$ cat config.mk
export PLATFORM = sky130hd
export DESIGN_NAME = rts_turnaround_sched
export DESIGN_NICKNAME = d
export VERILOG_FILES = /design/src/rtl/rts_pkg.sv /design/src/rtl/rts_cfg_hold.sv /design/src/rtl/rts_burst_decode.sv /design/src/rtl/rts_spacing.sv /design/src/rtl/rts_rd_window.sv /design/src/rtl/rts_turnaround_sched.sv
export SDC_FILE = /design/constraint.sdc
export NUM_CORES = 1
export LEC_CHECK = 0
export ABC_CLOCK_PERIOD_IN_PS = 21100
export BUFFER_PORTS_ARGS = -buffer_cell sky130_fd_sc_hd__buf_4
export CAP_MARGIN = 20
export CORE_MARGIN = 3
export CORE_UTILIZATION = 30
export DETAILED_ROUTE_END_ITERATION = 8
export PLACE_DENSITY = 0.5
export SLEW_MARGIN = 10
export SYNTH_ARGS = -nofsm -noshare
export SYNTH_HDL_FRONTEND = slang
export SYNTH_SLANG_ARGS = --single-unit
export TNS_END_PERCENT = 30
$ cat constraint.sdc
create_clock -name clk -period 21.1 [get_ports clk]
set_clock_uncertainty 0.1 [all_clocks]
set_input_delay 1.055 -clock clk [delete_from_list [all_inputs] [get_ports clk]]
set_output_delay 1.055 -clock clk [all_outputs]
set_load 0.005 [all_outputs]
$ cat src/rtl/rts_pkg.sv
`timescale 1ns/1ps
package rts_pkg;
  localparam int AL_W   = 4;
  localparam int CL_W   = 5;
  localparam int CWL_W  = 5;
  localparam int MODE_W = 2;
  // latency sum width: the widest term plus one carry bit
  localparam int LAT_W  = CL_W + 1;

  typedef enum logic [1:0] {
    OP_NOP   = 2'b00,
    OP_READ  = 2'b01,
    OP_WRITE = 2'b10
  } cmd_op_e;

  typedef struct packed {
    logic [AL_W-1:0]   al;
    logic [CL_W-1:0]   cl;
    logic [CWL_W-1:0]  cwl;
    logic [MODE_W-1:0] mode;
  } cfg_t;
endpackage

$ cat src/rtl/rts_cfg_hold.sv
`timescale 1ns/1ps
module rts_cfg_hold
  import rts_pkg::*;
(
  input  logic             clk,
  input  logic             rst_n,
  input  logic             idle,
  input  cfg_t             cfg_in,
  output logic [MODE_W-1:0] mode_eff,
  output logic [LAT_W-1:0] rl,
  output logic [LAT_W-1:0] wl
);
  cfg_t cfg_q;
  cfg_t cfg_eff;

  // live inputs while idle, frozen copy while anything is in flight
  always_comb begin
    cfg_eff  = idle ? cfg_in : cfg_q;
    mode_eff = cfg_eff.mode;
    rl       = LAT_W'(cfg_eff.al) + LAT_W'(cfg_eff.cl);
    wl       = LAT_W'(cfg_eff.al) + LAT_W'(cfg_eff.cwl);
  end

  always_ff @(posedge clk or negedge rst_n) begin
    if (!rst_n)    cfg_q <= '0;
    else if (idle) cfg_q <= cfg_in;
  end
endmodule

$ cat src/rtl/rts_burst_decode.sv
`timescale 1ns/1ps
module rts_burst_decode
  import rts_pkg::*;
(
  input  logic [MODE_W-1:0] mode,
  input  logic              a12,
  output logic              bl8
);
  always_comb begin
    unique case (mode)
      2'b00:   bl8 = 1'b1;  // fixed 8 beats
      2'b01:   bl8 = a12;   // chosen per command
      2'b10:   bl8 = 1'b0;  // fixed 4-beat chop
      default: bl8 = 1'b1;
    endcase
  end
endmodule

$ cat src/rtl/rts_spacing.sv
`timescale 1ns/1ps
module rts_spacing #(
  parameter int TCCD  = 4,
  parameter int LAT_W = 6
) (
  input  logic             clk,
  input  logic             rst_n,
  input  logic             rd_fire,
  input  logic             wr_fire,
  input  logic [LAT_W-1:0] rl,
  input  logic [LAT_W-1:0] wl,
  output logic             rd_ok,
  output logic             wr_ok,
  output logic             idle
);
  localparam int CNT_W = LAT_W + 2;
  localparam logic [CNT_W-1:0] TCCD_M1 = CNT_W'(TCCD - 1);
  localparam logic [CNT_W-1:0] ONE     = CNT_W'(1);

  logic [CNT_W-1:0] rd_wait_q, rd_wait_n;
  logic [CNT_W-1:0] wr_wait_q, wr_wait_n;
  logic [CNT_W-1:0] drain_q, drain_n;
  logic [CNT_W-1:0] rw_sum, wl_ccd, rw_gap;

  function automatic logic [CNT_W-1:0] dec_sat(input logic [CNT_W-1:0] v);
    return (v == '0) ? v : v - ONE;
  endfunction

  function automatic logic [CNT_W-1:0] vmax(input logic [CNT_W-1:0] a,
                                            input logic [CNT_W-1:0] b);
    return (a > b) ? a : b;
  endfunction

  // read-to-write turnaround: RL + TCCD + 2 - WL, never below TCCD
  always_comb begin
    rw_sum = CNT_W'(rl) + CNT_W'(TCCD + 2);
    wl_ccd = CNT_W'(wl) + CNT_W'(TCCD);
    rw_gap = (rw_sum > wl_ccd) ? (rw_sum - CNT_W'(wl)) : CNT_W'(TCCD);
  end

  always_comb begin
    rd_wait_n = dec_sat(rd_wait_q);
    wr_wait_n = dec_sat(wr_wait_q);
    drain_n   = dec_sat(drain_q);
    if (rd_fire) begin
      rd_wait_n = vmax(rd_wait_n, TCCD_M1);
      wr_wait_n = vmax(wr_wait_n, rw_gap - ONE);
      drain_n   = vmax(drain_n, CNT_W'(rl) + CNT_W'(3));
    end
    if (wr_fire) begin
      rd_wait_n = vmax(rd_wait_n, TCCD_M1);
      wr_wait_n = vmax(wr_wait_n, TCCD_M1);
      drain_n   = vmax(drain_n, CNT_W'(wl) + CNT_W'(3));
    end
  end

  always_ff @(posedge clk or negedge rst_n) begin
    if (!rst_n) begin
      rd_wait_q <= '0;
      wr_wait_q <= '0;
      drain_q   <= '0;
    end else begin
      rd_wait_q <= rd_wait_n;
      wr_wait_q <= wr_wait_n;
      drain_q   <= drain_n;
    end
  end

  assign rd_ok = (rd_wait_q == '0);
  assign wr_ok = (wr_wait_q == '0);
  assign idle  = rd_ok && wr_ok && (drain_q == '0);
endmodule

$ cat src/rtl/rts_rd_window.sv
`timescale 1ns/1ps
module rts_rd_window #(
  parameter int LAT_W = 6,
  parameter int DEPTH = 50
) (
  input  logic             clk,
  input  logic             rst_n,
  input  logic             idle,
  input  logic             rd_fire,
  input  logic [LAT_W-1:0] rl,
  output logic             rd_data_valid
);
  logic [DEPTH-1:0] hist_q, hist_n;

  // bit k set: a READ left k+1 cycles ago; cleared once idle so stale
  // history can never meet a newly loaded latency
  always_comb begin
    if (idle) hist_n = {{(DEPTH-1){1'b0}}, rd_fire};
    else      hist_n = {hist_q[DEPTH-2:0], rd_fire};
  end

  always_ff @(posedge clk or negedge rst_n) begin
    if (!rst_n) hist_q <= '0;
    else        hist_q <= hist_n;
  end

  always_comb begin
    rd_data_valid = 1'b0;
    for (int k = 0; k < DEPTH; k++) begin
      if (hist_q[k] && ((k + 1) >= int'(rl)) && ((k + 1) <= int'(rl) + 3))
        rd_data_valid = 1'b1;
    end
    if (idle) rd_data_valid = 1'b0;
  end
endmodule

$ cat src/rtl/rts_turnaround_sched.sv
`timescale 1ns/1ps
module rts_turnaround_sched
  import rts_pkg::*;
#(
  parameter int BANK_W = 3,
  parameter int COL_W  = 10,
  parameter int TCCD   = 4
) (
  input  logic              clk,
  input  logic              rst_n,
  input  logic [AL_W-1:0]   cfg_al,
  input  logic [CL_W-1:0]   cfg_cl,
  input  logic [CWL_W-1:0]  cfg_cwl,
  input  logic [MODE_W-1:0] cfg_bl_mode,
  input  logic              req_valid,
  input  logic              req_write,
  input  logic              req_a12,
  input  logic [BANK_W-1:0] req_bank,
  input  logic [COL_W-1:0]  req_col,
  output logic              req_ready,
  output logic [1:0]        cmd_op,
  output logic [BANK_W-1:0] cmd_bank,
  output logic [COL_W-1:0]  cmd_col,
  output logic              cmd_bl8,
  output logic              rd_data_valid
);
  localparam int RL_MAX = (2**AL_W - 1) + (2**CL_W - 1);
  localparam int DEPTH  = RL_MAX + 4;

  cfg_t              cfg_in;
  logic [MODE_W-1:0] mode_eff;
  logic [LAT_W-1:0]  rl, wl;
  logic              idle, rd_ok, wr_ok;
  logic              fire, rd_fire, wr_fire, bl8;

  assign cfg_in = '{al: cfg_al, cl: cfg_cl, cwl: cfg_cwl, mode: cfg_bl_mode};

  rts_cfg_hold u_cfg (
    .clk(clk), .rst_n(rst_n), .idle(idle), .cfg_in(cfg_in),
    .mode_eff(mode_eff), .rl(rl), .wl(wl)
  );

  rts_spacing #(.TCCD(TCCD), .LAT_W(LAT_W)) u_space (
    .clk(clk), .rst_n(rst_n), .rd_fire(rd_fire), .wr_fire(wr_fire),
    .rl(rl), .wl(wl), .rd_ok(rd_ok), .wr_ok(wr_ok), .idle(idle)
  );

  rts_burst_decode u_bl (.mode(mode_eff), .a12(req_a12), .bl8(bl8));

  rts_rd_window #(.LAT_W(LAT_W), .DEPTH(DEPTH)) u_win (
    .clk(clk), .rst_n(rst_n), .idle(idle), .rd_fire(rd_fire),
    .rl(rl), .rd_data_valid(rd_data_valid)
  );

  always_comb begin
    req_ready = req_write ? wr_ok : rd_ok;
    fire      = req_valid && req_ready;
    rd_fire   = fire && !req_write;
    wr_fire   = fire && req_write;
    cmd_op    = OP_NOP;
    if (rd_fire) cmd_op = OP_READ;
    if (wr_fire) cmd_op = OP_WRITE;
    cmd_bank  = fire ? req_bank : '0;
    cmd_col   = fire ? req_col  : '0;
    cmd_bl8   = fire && bl8;
  end
endmodule

==> reports/metrics.yaml, run 1 <==
crit_path_end_kind: "flop"
netlist_instances: 778
firstDrtPassIters: 5
hp-start: "u_cfg.cfg_q[7]$_DFF_PN0_"
ys_seq_area_frac: 0.330
grt_pass1_vias: 5817
synth_warnings: 0
place_congestion: 0.910
wl_mm: 19.8
synth_nets: 870
netlist.area_leader.share: 0.330
r2r_cells: 34
synthTopCellsByArea: "dfrtp_1, ha_1, nor2b_1"
rows: 54
synthToLayoutAreaGrowth_pct: 14.0
n_antenna_cell: 0
max_slew_margin: 0.311
drc: 0
die_y_um: 157
intPower_mw: 0.388
cpPeakStageDelay_ns: 0.82
powerDensity_nw_per_um2: 77.1
cts_setup_buffers: 0
grt_use_total: 0.165
synth.distinct_cells: 76
p_seq_frac: 0.372
maxCapViolCount: 0
dr.first_iter.drc_count: 512
cts.clk_slew.worst_paths_ns: 0.07
combPwrFrac: 0.371
synth_seq_cells: 90
h-tree-depth: 3
rrSetupSlack_ns: 11.46
cts_tree: "done"
async_flop_share: 1.00
whs_ns: 0.401
root_buffer: "clkbuf_16"
fin_crit_sh: 0.457
yosysMostFrequentCell: "dfrtp_1"
nNetsFinal: 910
path_max_fanout: 45
core_region_area_um2: 22100
ant_nets: 0
port_buffers: 51
final_hold_viol_count: 0
cpMostUsedCell: "nand2b_1"
clock_latency_ns: 0.35
io_pins: 52
synth_edf_count: 0
drive_above_1_share: 0.139
synth_top_cell_by_area: "dfrtp_1"
dpl.hpwl_mm: 15.4
power.switching_mw: 0.210
worstMarginPinSlew_ns: 1.03
hp-class: "reg -> reg"
ctsResizeCount: 0
regToRegStartpoint: "u_space.rd_wait_q[3]$_DFF_PN0_"
clkPwrFrac: 0.257
regArea_um2: 2250
ir_drop_v: 0.0000447
drv_slew: 0
fin_util: 0.352
cp-startpoint: "u_space.rd_wait_q[3]$_DFF_PN0_"
leakagePower_nw: 3.57
overflow: 0
cts_made_buffers: 9
multi_input_area_um2: 4270
avgSynthCellArea_um2: 8.76
ys.flop_type: "dfrtp_1"
start_kind: "flop"
cp.required_ns: 21.28
swShare: 0.351
fmax_ghz: 0.104
dieWidth_um: 157
post_drt_wl_per_cell_um: 18.0
vias: 5906
die_area_um2: 24600
avgViaCountPerCell: 5.35
initial_core_util: 0.309
grt_max_degree: 53
clock_sinks: 90
finalSetupViolations: 0
crit_type: "reg -> reg"
status: "completed"
fillers: 2291
fin_crit_ns: 9.64
synthTopCellsByCount: "dfrtp_1, nor2b_1, nand2_1"
rsz0062_at_grt: "false"
min_path_cells: 1
antenna_found_initial: 0
min_to: "u_cfg.cfg_q[7]$_DFF_PN0_"
crit_arrival_ns: 9.82
synthesis.area_um2: 6820
setup_tns_ns: 0
r2r-end: "u_space.drain_q[0]$_DFF_PN0_"
cts_max_path_buffers: 2
grt_pass1_wl_mm: 31.9
crit_path_top_delay_cell: "xor2_1"
hold_buffers: 0
[routing by layer]
| metal | global-route usage | up-vias | wire length (µm) |
|---|---|---|---|
| li1 | - | 2863 | - |
| met1 | 0.222 | 2817 | 9100 |
| met2 | 0.268 | 188 | 9230 |
| met3 | 0.0277 | 38 | 958 |
| met4 | 0.0592 | 0 | 522 |
| met5 | 0 | - | 0 |
[cell type report]
class	count	area share
Multi-Input combinational cell	616	0.549
Inverter	37	0.0179
Timing Repair Buffer	64	0.0618
Clock inverter	5	0.00483
Clock buffer	11	0.0312
Sequential cell	90	0.290
Tap cell	280	0.0451
[layout by cell type (no fill, tap or decap), types with 27 or more instances in the layout]
| master | n |
|---|---|
| dfrtp_1 | 90 |
| a21oi_1 | 53 |
| nor2_1 | 50 |
| xnor2_1 | 27 |
| ha_1 | 56 |
| nand2_1 | 57 |
| inv_1 | 36 |
| nor2b_1 | 59 |
| buf_4 | 64 |
| o21ai_0 | 48 |
[critical path: cells and delay by family, from the launching register on]
kind / cells / cell delay (ns)
adder cells (fa/ha/maj): 3 / 0.95
buffers and inverters: 4 / 1.31
flip-flops: 1 / 0.42
multiplexers: 3 / 1.05
AO/OA/AOI/OAI: 8 / 0.98
AND/OR/NAND/NOR: 14 / 3.75
XOR/XNOR: 2 / 0.97
[registers in the layout, indices dropped and copies added, names as in the netlist]
name,count
u_cfg.cfg_q,16
u_space.wr_wait_q,8
u_win.hist_q,50
u_space.rd_wait_q,8
u_space.drain_q,8
[power groups by stage]
| stage | Clock (mW) | Sequential [mW] | Combinational (mW) |
|---|---|---|---|
| 6_report | 0.154 | 0.223 | 0.222 |
| 5_1_grt | 0.166 | 0.227 | 0.260 |
| 4_1_cts | 0.158 | 0.223 | 0.225 |
| 2_1_floorplan | 0 | 0.220 | 0.173 |
| 3_3_place_gp | 0 | 0.226 | 0.224 |
| 3_5_place_dp | 0 | 0.226 | 0.224 |
[worst max path at each step]
stage | slack [ns] | endpoint | cells after the start
2_1_floorplan | 12.35 | u_space.drain_q[2]$_DFF_PN0_ | 40
3_3_place_gp | 11.69 | u_space.drain_q[0]$_DFF_PN0_ | 34
3_5_place_dp | 11.46 | u_space.drain_q[0]$_DFF_PN0_ | 34
4_1_cts | 11.44 | u_space.drain_q[0]$_DFF_PN0_ | 34
5_1_grt | 10.56 | u_space.wr_wait_q[1]$_DFF_PN0_ | 30
6_report | 11.46 | u_space.drain_q[0]$_DFF_PN0_ | 34
[through the flow]
| step | instance area, µm² | cells | power, mW | setup WS [ns] |
|---|---|---|---|---|
| after floorplan | 6820 | 778 | 0.393 | 12.35 |
| after global placement | 7490 | 1087 | 0.451 | 11.69 |
| after detailed placement | 7490 | 1087 | 0.450 | 11.46 |
| after CTS | 7770 | 1103 | 0.606 | 11.44 |
| after global routing | 7770 | 1103 | 0.652 | 10.56 |
| final | 7770 | 1103 | 0.599 | 11.46 |
[cell families after synthesis]
group | share of synthesized area
other cells | 0.00110
buf+inv | 0.0442
mux | 0.0417
fa+ha+maj | 0.110
xor+xnor | 0.0529
flops | 0.330
simple gates | 0.227
compound gates | 0.193
Note: power is estimated with default switching activity, not from simulation.
==> inputs of run 2 (changes only) <==
- ABC_CLOCK_PERIOD_IN_PS: 21100 -> 8400
- PLACE_DENSITY: 0.5 -> 0.51
- clock period: 21.1 -> 8.4 ns (I/O delays scaled with it)
==> reports/metrics.yaml, run 2 (synthesis gave the netlist of run 1 again) <==
h-tree-depth: 3  # unchanged
rows: 54  # unchanged
worstMarginPinSlew_ns: 1.03  # about the same
crit_arrival_ns: 8.03  # was 9.82 ns
whs_ns: 0.225  # was 0.401 ns
vias: 5937  # was 5,906
drive_above_1_share: 0.166  # was 0.139
status: "completed"  # unchanged
hp-class: "in -> reg"  # was reg -> reg
ir_drop_v: 0.0000939  # was 0.0000447 V
leakagePower_nw: 3.69  # was 3.57 nW
reg_top3: "u_win.hist_q x50, u_cfg.cfg_q x16"  # unchanged
regToRegStartpoint: "u_space.rd_wait_q[3]$_DFF_PN0_"  # unchanged
power.switching_mw: 0.533  # was 0.210 mW
dr.first_iter.drc_count: 458  # was 512
hp-start: "cfg_al[2]"  # was u_cfg.cfg_q[7]$_DFF_PN0_
start_kind: "flop"  # unchanged
antenna_found_initial: 0  # unchanged
p_seq_frac: 0.365  # was 0.372
fillers: 2269  # was 2,291
regMostFlops: "u_win.hist_q"  # unchanged
die_y_um: 157  # unchanged
powerDensity_nw_per_um2: 193  # was 77.1 nW/µm²
finalNonFillerCells: 1122  # was 1,103
fin_crit_ns: 7.85  # was 9.64 ns
clock_latency_ns: 0.35  # about the same
clock_sinks: 90  # unchanged
io_pins: 52  # unchanged
overflow: 0  # unchanged
drv_slew: 0  # unchanged
final_hold_viol_count: 0  # unchanged
maxCapViolCount: 0  # unchanged
path_max_fanout: 9  # was 45
final_area_um2: 8000  # was 7770 µm²
cts_made_buffers: 9  # unchanged
place_area_um2: 7620  # was 7490 µm²
n_antenna_cell: 0  # unchanged
cpPeakStageDelay_ns: 0.58  # was 0.82 ns
crit_path_top_delay_cell: "or4_1"  # was xor2_1
wl_mm: 20.3  # was 19.8 mm
crit_path_end_kind: "flop"  # unchanged
grt_use_total: 0.165  # about the same
avgViaCountPerCell: 5.29  # was 5.35
multi_input_area_um2: 4340  # was 4270 µm²
regArea_um2: 2250  # unchanged
final_common_cell: "dfrtp_1"  # unchanged
finalSetupViolations: 0  # unchanged
r2r-end: "u_space.drain_q[0]$_DFF_PN0_"  # unchanged
initial_core_util: 0.309  # unchanged
firstDrtPassIters: 5  # unchanged
fmax_ghz: 0.127  # was 0.104 GHz
die_area_um2: 24600  # unchanged
cp.required_ns: 8.57  # was 21.28 ns
synthToLayoutAreaGrowth_pct: 17.3  # was 14.0%
root_buffer: "clkbuf_16"  # unchanged
r2r_cells: 34  # unchanged
nNetsFinal: 929  # was 910
fin_util: 0.362  # was 0.352
port_buffers: 51  # unchanged
grt_pass1_vias: 5917  # was 5,817
min_path_cells: 2  # was 1
swShare: 0.345  # was 0.351
grt_max_degree: 50  # was 53
clkPwrFrac: 0.265  # was 0.257
cts_tree: "done"  # unchanged
cts.clk_slew.worst_paths_ns: 0.07  # about the same
fin_crit_sh: 0.935  # was 0.457
largest_register_ffs: 50  # unchanged
combPwrFrac: 0.371  # about the same
rrSetupSlack_ns: 0.55  # was 11.46 ns
drc: 0  # unchanged
setup_slack_ns: 0.546  # was 11.46 ns
intPower_mw: 1.01  # was 0.388 mW
place_ws_ns: 0.362  # was 11.46 ns
final_cell_mix: "dfrtp_1, buf_4, nor2b_1"  # unchanged
place_congestion: 0.957  # was 0.910
cts_max_path_buffers: 2  # unchanged
crit_type: "reg -> reg"  # unchanged
post-place-cells: 1104  # was 1,087
ant_nets: 0  # unchanged
min_to: "u_cfg.cfg_q[14]$_DFF_PN0_"  # was u_cfg.cfg_q[7]$_DFF_PN0_
grt_pass1_wl_mm: 32.2  # was 31.9 mm
dpl.hpwl_mm: 15.7  # was 15.4 mm
post_drt_wl_per_cell_um: 18.1  # was 18.0 µm
max_slew_margin: 0.309  # was 0.311
dieWidth_um: 157  # unchanged
core_region_area_um2: 22100  # unchanged
-- run 2: worst max path at each step --
stage	startpoint	endpoint	slack [ns]	depth (start not counted)
floorplan	u_space.rd_wait_q[3]$_DFF_PN0_	u_space.drain_q[2]$_DFF_PN0_	0.09	40
global placement	u_space.rd_wait_q[3]$_DFF_PN0_	u_space.drain_q[1]$_DFF_PN0_	0.56	34
detailed placement	u_space.rd_wait_q[3]$_DFF_PN0_	u_space.wr_wait_q[1]$_DFF_PN0_	0.36	32
CTS	u_space.rd_wait_q[3]$_DFF_PN0_	u_space.wr_wait_q[1]$_DFF_PN0_	0.33	32
global route	u_space.rd_wait_q[3]$_DFF_PN0_	u_space.wr_wait_q[1]$_DFF_PN0_	-0.01	32
finish	u_space.rd_wait_q[3]$_DFF_PN0_	u_space.drain_q[0]$_DFF_PN0_	0.55	34
-- run 2: final cells by class --
type	instances	area share
multi-input combinational	616	0.542
sequential	90	0.282
timing repair buffer	83	0.0782
tap	280	0.0438
clock buffer	12	0.0308
inverter	37	0.0174
clock inverter	4	0.00641
-- run 2: through the flow --
stage	setup TNS [ns]	total power, mW
floorplan	0	0.989
global placement	0	1.14
detailed placement	0	1.14
CTS	0	1.56
global route	-0.0128	1.67
finish	0	1.54
-- run 2: what timing repair did --
action	4_1_cts	5_1_grt
hold buffers	1	0
setup buffers	0	1
setup endpoints to repair	0	15
hold endpoints to repair	41	0
resized for setup	0	11
-- run 2: power by group through the flow --
| stage | registers, mW | clock network [mW] | logic (mW) |
|---|---|---|---|
| after global placement | 0.569 | 0 | 0.575 |
| after detailed placement | 0.569 | 0 | 0.574 |
| after floorplan | 0.552 | 0 | 0.437 |
| after global routing | 0.570 | 0.438 | 0.658 |
| final | 0.563 | 0.409 | 0.572 |
| after CTS | 0.562 | 0.419 | 0.577 |
-- run 2: worst max-delay path, delay by kind of cell (launching register included) --
| kind | cells | cell delay [ns] |
|---|---|---|
| AND/OR/NAND/NOR | 11 | 2.28 |
| adder cells (fa/ha/maj) | 5 | 1.58 |
| AO/OA/AOI/OAI | 10 | 1.46 |
| multiplexers | 3 | 0.97 |
| XOR/XNOR | 3 | 0.62 |
| flip-flops | 1 | 0.43 |
| buffers and inverters | 2 | 0.35 |
-- run 2: layer usage --
metal | up-vias | global-route usage | routed length [µm]
met4 | 0 | 0.0663 | 652
li1 | 2903 | - | -
met2 | 169 | 0.261 | 9180
met5 | - | 0 | 0
met3 | 44 | 0.0243 | 876
met1 | 2821 | 0.227 | 9600
==> inputs of run 3 (changes only) <==
- ABC_CLOCK_PERIOD_IN_PS: 8400 -> 7750
- PLACE_DENSITY: 0.51 -> 0.5
- RECOVER_POWER: not set -> 25
- TNS_END_PERCENT: 30 -> 50
- clock period: 8.4 -> 7.75 ns (I/O delays scaled with it)
==> reports/metrics.yaml, run 3 (synthesis gave the netlist of run 1 again) <==
use_met2: 0.272  # was 0.261
ir_drop_v: 0.0000904  # was 0.0000939 V
use_met1: 0.251  # was 0.227
grt_max_degree: 52  # was 50
crit_path_end_kind: "flop"  # unchanged
rows: 54  # unchanged
die_area_um2: 24600  # unchanged
cts_max_path_buffers: 2  # unchanged
largest_register_ffs: 50  # unchanged
wl_mm: 21.0  # was 20.3 mm
vias: 6026  # was 5,937
dr.first_iter.drc_count: 432  # was 458
worstMarginPinSlew_ns: 2.52  # was 1.03 ns
leakagePower_nw: 3.80  # was 3.69 nW
ant_nets: 0  # unchanged
maxCapViolCount: 2  # was 0
crit_arrival_ns: 7.36  # was 8.03 ns
rsz0062_at_grt: "true"
hp-class: "in -> reg"  # unchanged
cp.required_ns: 7.87  # was 8.57 ns
r2r_cells: 35  # was 34
cpPeakStageDelay_ns: 0.60  # was 0.58 ns
start_kind: "flop"  # unchanged
nNetsFinal: 943  # was 929
drive_above_1_share: 0.200  # was 0.166
crit_path_top_delay_cell: "fa_2"  # was or4_1
grt_pass1_wl_mm: 34.0  # was 32.2 mm
avgViaCountPerCell: 5.30  # was 5.29
n_antenna_cell: 0  # unchanged
post_drt_wl_per_cell_um: 18.5  # was 18.1 µm
grt_use_total: 0.177  # was 0.165
fin_crit_sh: 0.934  # was 0.935
max_slew_margin: -0.679  # was 0.309
drv_slew: 93  # was 0
violations: "max-capacitance violations, max-slew violations"
h-tree-depth: 3  # unchanged
drc: 0  # unchanged
antenna_found_initial: 1  # was 0
min_path_cells: 3  # was 2
clock_sinks: 90  # unchanged
use_met3: 0.0241  # was 0.0243
rrSetupSlack_ns: 0.51  # was 0.55 ns
dpl.hpwl_mm: 16.2  # was 15.7 mm
fmax_ghz: 0.138  # was 0.127 GHz
powerDensity_nw_per_um2: 206  # was 193 nW/µm²
regMostFlops: "u_win.hist_q"  # unchanged
path_max_fanout: 8  # was 9
setup_tns_ns: 0  # unchanged
cts.clk_slew.worst_paths_ns: 0.07  # about the same
regToRegStartpoint: "u_space.rd_wait_q[3]$_DFF_PN0_"  # unchanged
reg_top3: "u_win.hist_q x50, u_cfg.cfg_q x16"  # unchanged
status: "finished with violations"  # was completed
root_buffer: "clkbuf_16"  # unchanged
cts_tree: "done"  # unchanged
clock_latency_ns: 0.35  # about the same
port_buffers: 51  # unchanged
finalSetupViolations: 0  # unchanged
hp-start: "cfg_al[1]"  # was cfg_al[2]
initial_core_util: 0.309  # unchanged
final_cell_mix: "dfrtp_1, buf_4, nor2b_1"  # unchanged
final_hold_viol_count: 0  # unchanged
cts_made_buffers: 9  # unchanged
grt_pass1_vias: 5954  # was 5,917
final_common_cell: "dfrtp_1"  # unchanged
overflow: 0  # unchanged
synthToLayoutAreaGrowth_pct: 21.3  # was 17.3%
core_region_area_um2: 22100  # unchanged
fin_crit_ns: 7.24  # was 7.85 ns
dieWidth_um: 157  # unchanged
grt.busiest_layer: "met2"  # unchanged
r2r-end: "u_space.drain_q[6]$_DFF_PN0_"  # was u_space.drain_q[0]$_DFF_PN0_
firstDrtPassIters: 5  # unchanged
io_pins: 52  # unchanged
crit_type: "reg -> reg"  # unchanged
min_to: "u_cfg.cfg_q[13]$_DFF_PN0_"  # was u_cfg.cfg_q[14]$_DFF_PN0_
place_congestion: 0.947  # was 0.957
die_y_um: 157  # unchanged
fin_util: 0.374  # was 0.362
run 3: cell count changes in the layout (fill, tap and decap cells not counted), moves of 3 or more:
cell     delta
o21ai_1     +3
buf_4       +7
buf_6       +3
xnor2_2     +3
ha_1        -3
nor3b_1     -3
xnor2_1     -4
nor3b_2     +3
mux2_2      -3
run 3: routing by layer:
| layer | vias up | wire length [µm] | part of all wire |
|---|---|---|---|
| li1 | 2935 | - | - |
| met1 | 2851 | 10000 | 0.48 |
| met2 | 196 | 9410 | 0.45 |
| met3 | 44 | 988 | 0.047 |
| met4 | 0 | 558 | 0.027 |
| met5 | - | 0 | 0 |
run 3: how the worst max path moves through the flow:
stage,from,to,slack [ns],cells after the start
2_1_floorplan,u_space.rd_wait_q[3]$_DFF_PN0_,u_space.drain_q[2]$_DFF_PN0_,0.006,40
3_3_place_gp,u_space.rd_wait_q[3]$_DFF_PN0_,u_space.drain_q[1]$_DFF_PN0_,0.26,36
3_5_place_dp,u_space.rd_wait_q[3]$_DFF_PN0_,u_space.wr_wait_q[6]$_DFF_PN0_,0.18,32
4_1_cts,u_space.rd_wait_q[3]$_DFF_PN0_,u_space.wr_wait_q[6]$_DFF_PN0_,0.13,33
5_1_grt,u_space.drain_q[4]$_DFF_PN0_,u_space.drain_q[0]$_DFF_PN0_,-0.11,35
6_report,u_space.rd_wait_q[3]$_DFF_PN0_,u_space.drain_q[6]$_DFF_PN0_,0.51,35
run 3: metrics by stage:
stage | area, µm² | hold slack (ns) | power (mW) | instances | setup WS, ns
floorplan | 6960 | -0.00809 | 1.07 | 778 | 0.00644
global placement | 7800 | 0.313 | 1.25 | 1113 | 0.257
detailed placement | 7800 | 0.313 | 1.25 | 1113 | 0.182
CTS | 8120 | 0.174 | 1.72 | 1130 | 0.127
global route | 8270 | 0.183 | 1.86 | 1136 | -0.106
finish | 8270 | 0.186 | 1.70 | 1136 | 0.513
run 3: area by class of cell:
class                      instances  area, µm²
multi-input combinational        616       4480
sequential                        90       2250
fill                            2251      13800
tap                              280        350
timing repair buffer              97        744
clock buffer                      10        229
clock inverter                     6       73.8
inverter                          37        141
run 3: critical path, delay by kind of cell, from the launching register on:
family,cells,cell delay (ns)
buf+inv,4,0.55
xor+xnor,1,0.16
flops,1,0.39
simple gates,14,2.61
mux,2,0.68
compound gates,9,1.02
fa+ha+maj,5,1.59
run 3: power by group:
group	leakage, nW	internal [mW]	switching [mW]
Sequential	1.21	0.542	0.0686
Clock	0.141	0.254	0.200
Combinational	2.44	0.307	0.334
Total	3.80	1.10	0.602
run 3: what timing repair did:
item | CTS | global route
endpoints found under the setup margin | 0 | 15
hold buffers | 1 | 0
setup buffers | 0 | 5
endpoints found under the hold margin | 41 | 0
resized for setup | 0 | 25
